<file path="config.mk">
export PLATFORM = sky130hd
export DESIGN_NAME = pwm_bank
export DESIGN_NICKNAME = d
export VERILOG_FILES = /design/src/rtl/pwm_bank.sv
export SDC_FILE = /design/constraint.sdc
export NUM_CORES = 1
export LEC_CHECK = 0
export ABC_AREA = 1
export ABC_CLOCK_PERIOD_IN_PS = 2750
export BUFFER_PORTS_ARGS = -buffer_cell sky130_fd_sc_hd__buf_2
export CORE_AREA = 2 2 96 98
export CTS_CLUSTER_SIZE = 30
export DETAILED_ROUTE_END_ITERATION = 7
export DIE_AREA = 0 0 98 100
export PLACE_DENSITY = 0.87
export SYNTH_ARGS = -nofsm -noshare
export SYNTH_HDL_FRONTEND = slang
export SYNTH_SLANG_ARGS = --single-unit
</file>
<file path="constraint.sdc">
create_clock -name clk -period 2.75 [get_ports clk]
set_input_delay 0.1375 -clock clk [delete_from_list [all_inputs] [get_ports clk]]
set_output_delay 0.1375 -clock clk [all_outputs]
set_load 0.1 [all_outputs]
</file>
<file path="src/rtl/pwm_bank.sv">
module pwm_bank #(
  parameter int NCH    = 4,
  parameter int CNT_W  = 8,
  parameter int ADDR_W = 7
) (
  input  logic              clk,
  input  logic              rst_n,
  input  logic              wr_en,
  input  logic [ADDR_W-1:0] addr,
  input  logic [31:0]       wdata,
  output logic [31:0]       rdata,
  output logic [NCH-1:0]    pwm_out
);
  localparam logic [ADDR_W-1:0] CTRL_ADDR = ADDR_W'(8'h50);
  localparam logic [CNT_W-1:0]  CNT_MAX   = '1;

  logic [NCH-1:0][CNT_W-1:0] duty_sh, duty_act;
  logic [7:0]       ps_sh, ps_act, pre;
  logic             en;
  logic [CNT_W-1:0] cnt;

  wire unused_bits = ^wdata;
  wire ctrl_hit = wr_en && (addr == CTRL_ADDR);
  wire tick     = (pre == ps_act);
  wire wrap     = en && tick && (cnt == CNT_MAX);

  always_ff @(posedge clk) begin
    if (!rst_n) begin
      ps_sh <= '0;
      en    <= 1'b0;
    end else if (ctrl_hit) begin
      ps_sh <= {wdata[14:11], wdata[3:0]};
      en    <= wdata[9];
    end
  end

  always_ff @(posedge clk) begin
    if (!rst_n) begin
      duty_sh <= '0;
    end else begin
      for (int i = 0; i < NCH; i++)
        if (wr_en && addr == ADDR_W'(4 * i)) duty_sh[i] <= wdata[CNT_W-1:0];
    end
  end

  always_ff @(posedge clk) begin
    if (!rst_n) begin
      pre      <= '0;
      cnt      <= '0;
      ps_act   <= '0;
      duty_act <= '0;
    end else if (!en) begin
      pre      <= '0;
      cnt      <= '0;
      ps_act   <= ps_sh;
      duty_act <= duty_sh;
    end else if (tick) begin
      pre <= '0;
      cnt <= cnt + 1'b1;
      if (cnt == CNT_MAX) begin
        ps_act   <= ps_sh;
        duty_act <= duty_sh;
      end
    end else begin
      pre <= pre + 1'b1;
    end
  end

  for (genvar g = 0; g < NCH; g++) begin : g_ch
    assign pwm_out[g] = en && (cnt <= duty_act[g]);

    a_r5_full_duty_high: assert property (@(posedge clk) disable iff (!rst_n)
      (en && duty_act[g] == CNT_MAX) |-> pwm_out[g]);
  end

  always_comb begin
    rdata = '0;
    if (addr == CTRL_ADDR) begin
      rdata[14:11] = ps_sh[7:4];
      rdata[9]     = en;
      rdata[3:0]   = ps_sh[3:0];
    end
    for (int i = 0; i < NCH; i++)
      if (addr == ADDR_W'(4 * i)) rdata[CNT_W-1:0] = duty_sh[i];
  end

  a_r6_low_when_off: assert property (@(posedge clk) disable iff (!rst_n)
    !en |-> (pwm_out == '0));

  a_r6_restart_at_zero: assert property (@(posedge clk) disable iff (!rst_n)
    !en |=> (cnt == '0 && pre == '0));

  a_r5_high_at_count_zero: assert property (@(posedge clk) disable iff (!rst_n)
    (en && cnt == '0) |-> (pwm_out == '1));

  a_r7_hold_mid_period: assert property (@(posedge clk) disable iff (!rst_n)
    (en && !wrap) |=> ($stable(duty_act) && $stable(ps_act)));

  a_r3_prescale_bound: assert property (@(posedge clk) disable iff (!rst_n)
    en |-> (pre <= ps_act));
endmodule

</file>
== Word-level counts from Yosys, hierarchy flattened ==
Cells that the tools add are included.

* Bits in registers: 97
* Input port bits: 42
* Logic and storage cells: 55

* $add $sub $neg: 2
* Order comparisons: 4
* Equal/unequal tests: 8
* Multiplexer cells: 13
* Bitwise operators: 2
* Reduce and logical (&&, ||, !) cells: 13

{| class="wikitable"
|+ Operators with widths
! operator !! number
|-
| 32-bit two-way mux || 3
|-
| 8-bit two-way mux || 7
|-
| 8-bit less-or-equal comparator || 4
|-
| 8-bit by 1-bit adder with 8-bit output (second input constant) || 2
|-
| 7-bit by 4-bit == test with 1-bit output (second input constant) || 2
|-
| 1-bit logical AND || 9
|-
| 8-bit == test || 1
|-
| 8-bit == test (second input constant) || 1
|-
| 4-bit two-way mux || 2
|-
| 7-bit by 3-bit == test with 1-bit output (second input constant) || 1
|-
| 7-bit == test (second input constant) || 1
|-
| 7-bit logical NOT || 1
|-
| 2-bit by 1-bit != test with 1-bit output (second input constant) || 2
|-
| 2-bit AND reduction || 2
|-
| 3-bit OR reduction || 1
|-
| 1-bit inverter || 2
|-
| 1-bit two-way mux || 1
|}

== Logic depth before layout (Yosys ltp) ==
Gate-level depths: netlist of the first run.

* Depth after elaboration: 6
* Gate-level depth with buffers: 11
* Gate-level depth less buffers: 11

== Worst setup path before layout of the first run ==
Ideal clock, no wire load.

* Path type: register to output
* Start: register cnt[1]
* End: output pwm_out[0]
* Data arrival time: 2525 ps
* Required time: 2612 ps
* Slack: 87 ps
* Stages on the path, launching flop included: 9
* Cells stage by stage: dfxtp_1 ha_1 inv_1 nor2_1 o21ai_0 nand2_1 nand2_1 o211ai_1 a21oi_1

* Word-level cells in the longest chain between the ends: 2

{| class="wikitable"
|+ RTL lines
! item !! line !! source
|-
| start, declared || 20 || <nowiki>logic [CNT_W-1:0] cnt;</nowiki>
|-
| start signal, assigned || 59 || <nowiki>cnt <= cnt + 1'b1;</nowiki>
|-
| 8-bit less-or-equal comparator || 70 || <nowiki>assign pwm_out[g] = en && (cnt <= duty_act[g]);</nowiki>
|-
| 1-bit logical AND || 70 ||
|-
| end, declared || 12 || <nowiki>output logic [NCH-1:0] pwm_out</nowiki>
|}

Every way passes these cells.

== Worst setup path after layout of the first run ==
Ends and elaborated chain as after synthesis.

==> out/summary.txt, run 1 <==
Status -> finished, final reports clean
Switch Pwr -> 0.000663 W
Comb pwr share -> 8.2%
CTS sink cnt -> 97
Ant diodes -> 0
HP Start -> wdata[13]
Post-Synthesis Cells -> 740
R2R Path End -> duty_act[17]
Die Span Y -> 100 um
WP buf/inv -> 2
Worst Setup End Kind -> output port
Iter 0 DRT Violations -> 305
Syn Area/Cell -> 7.13 sq um
Post-detailed-placement half-perimeter wirelength -> 8790 um
Pint -> 0.00191 W
Max frequency -> 419 MHz
First-pass GRT wire length -> 20800 um
Period utilization -> 86.8%
Fill cells -> 763
Maxcap violations -> 0
RSZ-0062 raised after global routing -> no
Total negative slack -> 0 ns
Via Count -> 4828
Slowest CP cell -> dfxtp_1
Critical-path cell list -> ha_1 -> inv_1 -> nor2_1 -> o21ai_0 -> nand2_1 -> nand2_1 -> o211ai_1 -> a21oi_1 -> buf_2
Initial antenna violation count -> 0
Post-CTS Resized -> 0
Die W -> 98 um
Worst setup SP type -> register
GRT Resource Usage Total -> 25.8%
Final Hold Vio Count -> 0
Final setup violation count -> 0
Worst reg2reg startpoint -> cnt[1]
Total CTS buffers -> 9
Worst hold path depth -> 3
Unique masters post-synth -> 31
Final min period -> 2.39 ns
TritonCTS clock tree -> built
CTS clock-pin slew for the worst setup and hold paths -> 0.09 ns
Vias in the first global route -> 4611
WL/cell -> 13.8 um
Least-Margin Pin Slew -> 0.675 ns
Total congestion overflow -> 0
Area Growth Syn to Fin -> 5.95%
#FFs+latches synth -> 97
Buffers on Ports -> 39
Final Util -> 62.9%
CTS Hold Buffers Added -> 0
Synth Flop Type -> dfxtp_1
Power Dens Cells -> 460 nW/um^2
Core ar. -> 8890 sq um
Max-slew violations -> 0
Root buffer cell -> clkbuf_8
WL final -> 12100 um
Post-CTS Setup Bufs -> 0
Final WS setup -> 0.363 ns
Worst vdd ir -> 303 uV
Critical path type -> reg2out
Crit path max fanout -> 7
Number of H-tree levels -> 3
Share of total power in the clock network -> 36.9%
Max_slew headroom -> 54.9%
WHS Endpoint -> ps_sh[6]
Via density -> 5.49
Largest net degree at the start of global routing -> 81
Setup slack, reg-to-reg -> 0.69 ns
Peak per-stage delay on the critical path -> 0.53 ns
CP top delay family -> flip-flops
Seq pwr share -> 54.8%
Share of cells above drive strength 1 -> 10.0%
Worst Path Required -> 2.61 ns
Total power -> 0.00257 W
Clk Latency, worst-skew pair -> 0.36 ns
Tightest Hold Check Type -> in2reg
Num rows -> 35
Number of synthesized flops with an enable pin -> 0
Leak pwr -> 2.65 nW
DRT antenna net count -> 0
RePlAce Congestion -> 0.885
First-pass iteration count of the detailed router -> 5
Clock Skews -> 0.00983 ns
Placed Area -> 5390 sq um
Fraction of registers with async set/reset -> 0%
Pre-CTS setup slack -> 0.755 ns
Critical path data arrival time -> 2.25 ns
Register-to-Register Path Depth -> 9
Initial core utilization -> 59.4%
Drt drc -> 0
Synthesized area -> 5280 sq um
Die area -> 9800 sq um
Post-synthesis sequential area ratio -> 36.8%
Top-Level Pins -> 78
Most frequent cell on the critical path -> nand2_1
Nets -> 840
Switch share -> 25.8%
Fin area -> 5590 sq um
Synth Warn # -> 0
Clock Path Buffers -> 2
[cells in the final DEF, fill, tap and decap left out, drive strengths merged]
master / instances
nand2: 132
a21oi: 111
inv: 103
dfxtp: 97
nor2: 75
nand3: 58
o21ai: 47
buf: 44
ha: 34
conb: 19
clkbuf: 12
nand4: 7
xnor2: 7
nor3: 6
o22ai: 4
o211ai: 4
xor2: 3
clkinv: 2
nor4: 1
o21a: 1
clkinvlp: 1
bufinv: 1
[power by group through the flow]
stage               sequential [W]  clock [W]  combinational, W
CTS                        0.00141   0.000961          0.000210
global placement           0.00144          0          0.000206
detailed placement         0.00144          0          0.000209
global route               0.00141    0.00104          0.000225
floorplan                  0.00144          0          0.000194
finish                     0.00141   0.000950          0.000211
[Yosys cell counts, types with 3 or more instances]
master	count	area [sq um]
nand2_4	3	33.8
nand4_1	7	43.8
o21ai_1	3	15.0
xnor2_1	7	61.3
xor2_1	3	26.3
inv_2	4	15.0
buf_4	19	143
inv_1	99	372
nor3_1	5	25.0
nor2_1	72	270
o211ai_1	4	30.0
o22ai_1	4	25.0
nand2_2	4	25.0
ha_1	34	425
a21oi_1	111	556
nand3_1	57	285
o21ai_0	43	215
nand2_1	125	469
dfxtp_1	97	1940
buf_6	11	124
buf_2	11	55.1
clkbuf_1	7	26.3
[per-layer routing]
metal / up-vias / track usage, % / share of wire [%]
li1: 2412 / - / -
met1: 2191 / 32.9 / 43
met2: 200 / 42.2 / 48
met3: 25 / 5.43 / 7.1
met4: 0 / 12.0 / 2.4
met5: - / 0 / 0
[worst min-delay path, stage by stage]
cell	delay, ns
buf_2	0.07
o21ai_1	0.06
a21oi_1	0.10
[area by class of cell]
cell class / count / area (sq um) / share of cell area (%)
multi-input cells: 509 / 2670 / 47.8
flip-flops and latches: 97 / 1940 / 34.7
clock buffers: 12 / 155 / 2.77
inverters: 103 / 387 / 6.91
repair buffers: 44 / 245 / 4.39
well taps: 111 / 139 / 2.48
clock inverters: 4 / 51.3 / 0.917
[worst max-delay path by stage]
stage | end | from | cells past startpoint | slack (ns)
finish | pwm_out[0] | cnt[1] | 9 | 0.36
floorplan | pwm_out[0] | cnt[1] | 8 | 0.09
CTS | pwm_out[0] | cnt[1] | 9 | 0.35
detailed placement | pwm_out[0] | cnt[1] | 9 | 0.76
global placement | pwm_out[3] | cnt[1] | 9 | 0.76
global route | pwm_out[0] | cnt[1] | 9 | 0.14
[per-stage QoR]
stage | hold WS (ns) | instances
floorplan | 0.302 | 758
global placement | 0.400 | 864
detailed placement | 0.421 | 864
CTS | 0.0386 | 880
global route | 0.0520 | 880
finish | 0.0430 | 880
[flip-flops by register name, indices dropped and copies added, names as in the netlist]
register,cells
duty_act,32
duty_sh,32
cnt,8
pre,8
ps_act,8
ps_sh,8
en,1
[kinds of logic (layout without fill, tap and decap cells)]
kind of cell	count (synthesis)	in the layout	share of synthesized area, %
simple gates	279	279	23.2
buf+inv	152	163	14.0
fa+ha+maj	34	34	8.06
other cells	1	19	0.0711
flops	97	97	36.8
xor+xnor	10	10	1.66
compound gates	167	167	16.2
Power figures use the tool's default switching activity.
==> run 2: changes to the inputs <==
--- a/config.mk
+++ b/config.mk
@@ -8,11 +8,13 @@
 export ABC_AREA = 1
 export ABC_CLOCK_PERIOD_IN_PS = 2750
 export BUFFER_PORTS_ARGS = -buffer_cell sky130_fd_sc_hd__buf_2
-export CORE_AREA = 2 2 96 98
+export CORE_AREA = 2 2 99 101
 export CTS_CLUSTER_SIZE = 30
 export DETAILED_ROUTE_END_ITERATION = 7
-export DIE_AREA = 0 0 98 100
-export PLACE_DENSITY = 0.87
+export DIE_AREA = 0 0 101 103
+export HOLD_SLACK_MARGIN = 0.05
+export PLACE_DENSITY = 0.82
+export RECOVER_POWER = 50
 export SYNTH_ARGS = -nofsm -noshare
 export SYNTH_HDL_FRONTEND = slang
 export SYNTH_SLANG_ARGS = --single-unit
==> out/summary.txt, run 2 (synthesis gave the netlist of run 1 again) <==
Worst Path Required -> 2.61 ns
Max_slew headroom -> 7.64%
Buffers on Ports -> 39
Max frequency -> 404 MHz
Least-Margin Pin Slew -> 1.37 ns
Number of H-tree levels -> 3
Largest net degree at the start of global routing -> 81
WL final -> 12600 um
Maxcap violations -> 0
Total congestion overflow -> 0
Stages on the worst setup path -> 9
CTS sink cnt -> 97
Most frequent cell on the critical path -> nand2_1
First-pass GRT wire length -> 20900 um
RSZ-0062 raised after global routing -> no
Die Span Y -> 103 um
Register-to-Register Path Depth -> 9
Area Growth Syn to Fin -> 6.00%
Worst setup SP type -> register
Period utilization -> 90.0%
Post-detailed-placement half-perimeter wirelength -> 8900 um
Iter 0 DRT Violations -> 399
Clock Path Buffers -> 2
Peak per-stage delay on the critical path -> 0.54 ns
DRT antenna net count -> 0
Vias in the first global route -> 4594
WL/cell -> 14.2 um
Final setup violation count -> 0
CP Launch Point -> cnt[1]
Power Dens Cells -> 489 nW/um^2
CTS clock-pin slew for the worst setup and hold paths -> 0.09 ns
Clk Latency, worst-skew pair -> 0.37 ns
Largest regs -> duty_act: 32 flops, duty_sh: 32 flops
Total negative slack -> 0 ns
Initial core utilization -> 55.8%
Final min period -> 2.47 ns
Leak pwr -> 2.67 nW
Drt drc -> 0
Setup slack, reg-to-reg -> 0.53 ns
CP top delay family -> flip-flops
Initial antenna violation count -> 0
Placed insts -> 867
Tightest Hold Check Type -> in2reg
Worst hold path depth -> 3
Fin area -> 5590 sq um
Ant diodes -> 0
Commonest cells after routing, fill and taps aside -> nand2_1 (130), a21oi_1 (111), inv_1 (102), dfxtp_1 (97), nor2_1 (74)
Via Count -> 4831
Worst reg2reg startpoint -> pre[0]
Total CTS buffers -> 9
WP buf/inv -> 2
Critical path type -> reg2out
Status -> finished, final reports clean
Placed Area -> 5390 sq um
Most common cell after layout, fill and taps aside -> nand2_1
Root buffer cell -> clkbuf_8
Final Hold Vio Count -> 0
TritonCTS clock tree -> built
Core ar. -> 9460 sq um
Die area -> 10400 sq um
Critical path data arrival time -> 2.34 ns
Max-slew violations -> 0
Worst Setup End Kind -> output port
Share of cells above drive strength 1 -> 8.56%
Nets -> 842
Worst vdd ir -> 305 uV
RePlAce Congestion -> 0.873
Post-Layout Cell Count -> 885
Total power -> 0.00274 W
First-pass iteration count of the detailed router -> 7
R2R Path End -> duty_act[7]
Num rows -> 36
Post-CTS Setup Bufs -> 0
Die W -> 101 um
Critical-path cell list -> ha_1 -> inv_1 -> nor2_1 -> o21ai_0 -> nand2_1 -> nand2_1 -> o211ai_1 -> a21oi_1 -> buf_2
Clock Skews -> 0.00761 ns
GRT Resource Usage Total -> 25.2%
Via density -> 5.46
End point of the critical path -> pwm_out[1]
Top-Level Pins -> 78
HP Start -> wdata[6]
Crit path max fanout -> 7
Slowest CP cell -> dfxtp_1
[run 2: final cells by class]
| type | instances | area (sq um) |
|---|---|---|
| fill | 891 | 3860 |
| multi-input combinational | 509 | 2620 |
| sequential | 97 | 1940 |
| inverter | 103 | 387 |
| timing repair buffer | 46 | 265 |
| tap | 114 | 143 |
| clock buffer | 10 | 138 |
| clock inverter | 6 | 105 |
[run 2: where the power goes]
part / total (W) / leakage, nW / switching (W) / internal, W
clock: 0.00112 / 0.126 / 0.000492 / 0.000624
sequential: 0.00141 / 0.781 / 0.00000272 / 0.00141
combinational: 0.000209 / 1.76 / 0.000178 / 0.0000317
total: 0.00274 / 2.67 / 0.000673 / 0.00206
[run 2: worst min path at each step]
stage / slack [ns] / to
4_1_cts: 0.05 / duty_sh[22]
3_3_place_gp: 0.40 / ps_sh[6]
5_1_grt: 0.07 / duty_sh[18]
3_5_place_dp: 0.42 / ps_sh[6]
6_report: 0.07 / duty_sh[22]
2_1_floorplan: 0.30 / duty_sh[22]
[run 2: repair_timing]
item,4_1_cts,5_1_grt
gates resized for setup,0,0
hold endpoints to repair,2,0
hold buffers,2,0
[run 2: worst register-to-register path, delay by kind of cell, from the launching register on]
kind             cells  cell delay, ns
and+or+nand+nor      9            1.70
DFF                  1            0.43
[run 2: metrics by stage]
| stage | utilization, % | hold slack, ns | setup slack [ns] |
|---|---|---|---|
| 2_1_floorplan | - | 0.302 | 0.0871 |
| 3_3_place_gp | 57.0 | 0.400 | 0.733 |
| 3_5_place_dp | 57.0 | 0.419 | 0.691 |
| 4_1_cts | 59.7 | 0.0505 | 0.303 |
| 5_1_grt | 59.1 | 0.0656 | 0.0828 |
| 6_report | 59.1 | 0.0666 | 0.276 |
[run 2: routing by layer]
metal,global-route usage [%],wire length [um],vias to the layer above
met3,5.29,756,26
li1,-,-,2410
met2,43.1,6010,169
met1,31.4,5560,2226
met4,9.25,236,0
met5,0,0,-
==> run 3: changes to the inputs <==
--- a/config.mk
+++ b/config.mk
@@ -6,7 +6,7 @@
 export NUM_CORES = 1
 export LEC_CHECK = 0
 export ABC_AREA = 1
-export ABC_CLOCK_PERIOD_IN_PS = 2750
+export ABC_CLOCK_PERIOD_IN_PS = 3100
 export BUFFER_PORTS_ARGS = -buffer_cell sky130_fd_sc_hd__buf_2
 export CORE_AREA = 2 2 99 101
 export CTS_CLUSTER_SIZE = 30
@@ -15,6 +15,7 @@
 export HOLD_SLACK_MARGIN = 0.05
 export PLACE_DENSITY = 0.82
 export RECOVER_POWER = 50
+export SKIP_CTS_REPAIR_TIMING = 1
 export SYNTH_ARGS = -nofsm -noshare
 export SYNTH_HDL_FRONTEND = slang
 export SYNTH_SLANG_ARGS = --single-unit
==> constraint.sdc (replaced) <==
create_clock -name clk -period 3.1 [get_ports clk]
set_input_delay 0.155 -clock clk [delete_from_list [all_inputs] [get_ports clk]]
set_output_delay 0.155 -clock clk [all_outputs]
set_load 0.1 [all_outputs]
==> out/summary.txt, run 3 (synthesis gave the netlist of run 1 again) <==
Clock Skews -> 0.0106 ns
Worst Setup End Kind -> output port
CP Launch Point -> addr[0]
TritonCTS clock tree -> built
Die W -> 101 um
Total negative slack -> 0 ns
Die Span Y -> 103 um
Via density -> 5.47
Vias in the first global route -> 4377
Hold WS -> 0.0674 ns
DRT antenna net count -> 0
Peak per-stage delay on the critical path -> 1.19 ns
GRT Resource Usage Total -> 24.6%
Critical path data arrival time -> 2.33 ns
Fin area -> 5490 sq um
Switch share -> 27.0%
Power Dens Cells -> 403 nW/um^2
Worst reg2reg startpoint -> pre[0]
Top-Level Pins -> 78
Share of cells above drive strength 1 -> 8.08%
Largest net degree at the start of global routing -> 81
Area Growth Syn to Fin -> 4.03%
Maxcap violations -> 1
WL final -> 12200 um
Clk Latency, worst-skew pair -> 0.36 ns
Total CTS buffers -> 9
Share of total power in the clock network -> 35.1%
Core ar. -> 9460 sq um
CP top delay family -> simple AND/OR/NAND/NOR gates
Ant diodes -> 0
Least-Margin Pin Slew -> 1.47 ns
Iter 0 DRT Violations -> 433
End point of the critical path -> rdata[3]
Status -> finished with violations
Max frequency -> 402 MHz
Seq pwr share -> 56.6%
Clock Path Buffers -> 2
Worst setup SP type -> input port
Worst vdd ir -> 210 uV
Tightest Hold Check Type -> in2reg
Placed Area -> 5360 sq um
Max-slew violations -> 0
Total congestion overflow -> 0
Failing checks -> capacitance limit
First-pass iteration count of the detailed router -> 6
Nets -> 838
RSZ-0062 raised after global routing -> no
Worst Path Required -> 2.94 ns
Pint -> 0.00161 W
Sequential Area -> 1940 sq um
Commonest cells after routing, fill and taps aside -> nand2_1 (130), a21oi_1 (111), inv_1 (102), dfxtp_1 (97), nor2_1 (75)
Number of H-tree levels -> 3
Area of the multi-input gates -> 2610 sq um
CTS clock-pin slew for the worst setup and hold paths -> 0.09 ns
Die area -> 10400 sq um
Switch Pwr -> 0.000597 W
WL/cell -> 13.8 um
Fill cells -> 858
Final min period -> 2.49 ns
Slowest CP cell -> nor4_2
Initial antenna violation count -> 0
Period utilization -> 80.3%
Comb pwr share -> 8.3%
Register-to-Register Path Depth -> 9
Initial core utilization -> 55.8%
Setup slack, reg-to-reg -> 0.79 ns
Post-detailed-placement half-perimeter wirelength -> 8690 um
First-pass GRT wire length -> 20400 um
Via Count -> 4822
Final Util -> 58.0%
Leak pwr -> 2.61 nW
Stages on the worst setup path -> 7
Final setup violation count -> 0
Most common cell after layout, fill and taps aside -> nand2_1
CTS sink cnt -> 97
Crit path max fanout -> 17
Largest regs -> duty_act: 32 flops, duty_sh: 32 flops
Final Hold Vio Count -> 0
Drt drc -> 0
RePlAce Congestion -> 0.856
Root buffer cell -> clkbuf_8
Total power -> 0.00221 W
Buffers on Ports -> 39
Critical path type -> in2out
Max_slew headroom -> 1.25%
WP buf/inv -> 3
Critical-path cell list -> buf_2 -> inv_1 -> nand2_1 -> nor4_2 -> nand2_1 -> nand3_1 -> buf_2
R2R Path End -> duty_act[2]
Num rows -> 36
-- run 3: changes by cell type in the layout (fill, tap and decap cells not counted), sizes merged --
cell,previous run,this run
buf,44,41
bufinv,3,0
clkbuf,10,12
dlygate4sd3,2,0
clkinvlp,0,1
inv,103,104
-- run 3: stage by stage --
step	instances	setup slack [ns]
after floorplan	758	0.420
after global placement	865	0.934
after detailed placement	865	0.911
after CTS	881	0.616
after global routing	881	0.376
final	881	0.611
-- run 3: cell type report --
| cell class | count | area share (%) |
|---|---|---|
| clock buffer | 11 | 2.76 |
| inverter | 103 | 7.04 |
| sequential | 97 | 35.4 |
| multi-input combinational | 509 | 47.6 |
| timing repair buffer | 42 | 3.94 |
| tap | 114 | 2.60 |
| clock inverter | 5 | 0.706 |
-- run 3: power groups by stage --
| stage | logic (W) | clock network (W) | registers, W |
|---|---|---|---|
| 3_5_place_dp | 0.000186 | 0 | 0.00128 |
| 6_report | 0.000183 | 0.000777 | 0.00125 |
| 5_1_grt | 0.000196 | 0.000848 | 0.00125 |
| 4_1_cts | 0.000186 | 0.000797 | 0.00125 |
| 3_3_place_gp | 0.000183 | 0 | 0.00128 |
| 2_1_floorplan | 0.000172 | 0 | 0.00128 |
-- run 3: how the worst min path moves through the flow --
stage	start	to	slack (ns)	depth (start not counted)
finish	wdata[13]	ps_sh[6]	0.07	3
global route	wdata[13]	ps_sh[6]	0.07	3
CTS	wdata[13]	ps_sh[6]	0.05	3
detailed placement	wdata[13]	ps_sh[6]	0.43	3
global placement	wdata[13]	ps_sh[6]	0.42	3
floorplan	wdata[6]	duty_sh[22]	0.32	2
-- run 3: routing by layer --
| metal | global-route usage, % | up-vias | part of all wire, % |
|---|---|---|---|
| met5 | 0 | - | 0 |
| met4 | 9.25 | 0 | 1.8 |
| met3 | 3.80 | 23 | 6.6 |
| met2 | 41.3 | 181 | 48 |
| met1 | 32.2 | 2214 | 43 |
| li1 | - | 2404 | - |
-- run 3: worst register-to-register path, cell delays in order (launching register included) --
cell and delay [ns]:
dfxtp_1 0.43, nand2_1 0.07, nand2_1 0.07, nand2_1 0.06, nor2_1 0.15, nand2_1 0.26, nand2_4 0.68, nand3_1 0.32
nand2_1 0.13, nor2_1 0.04
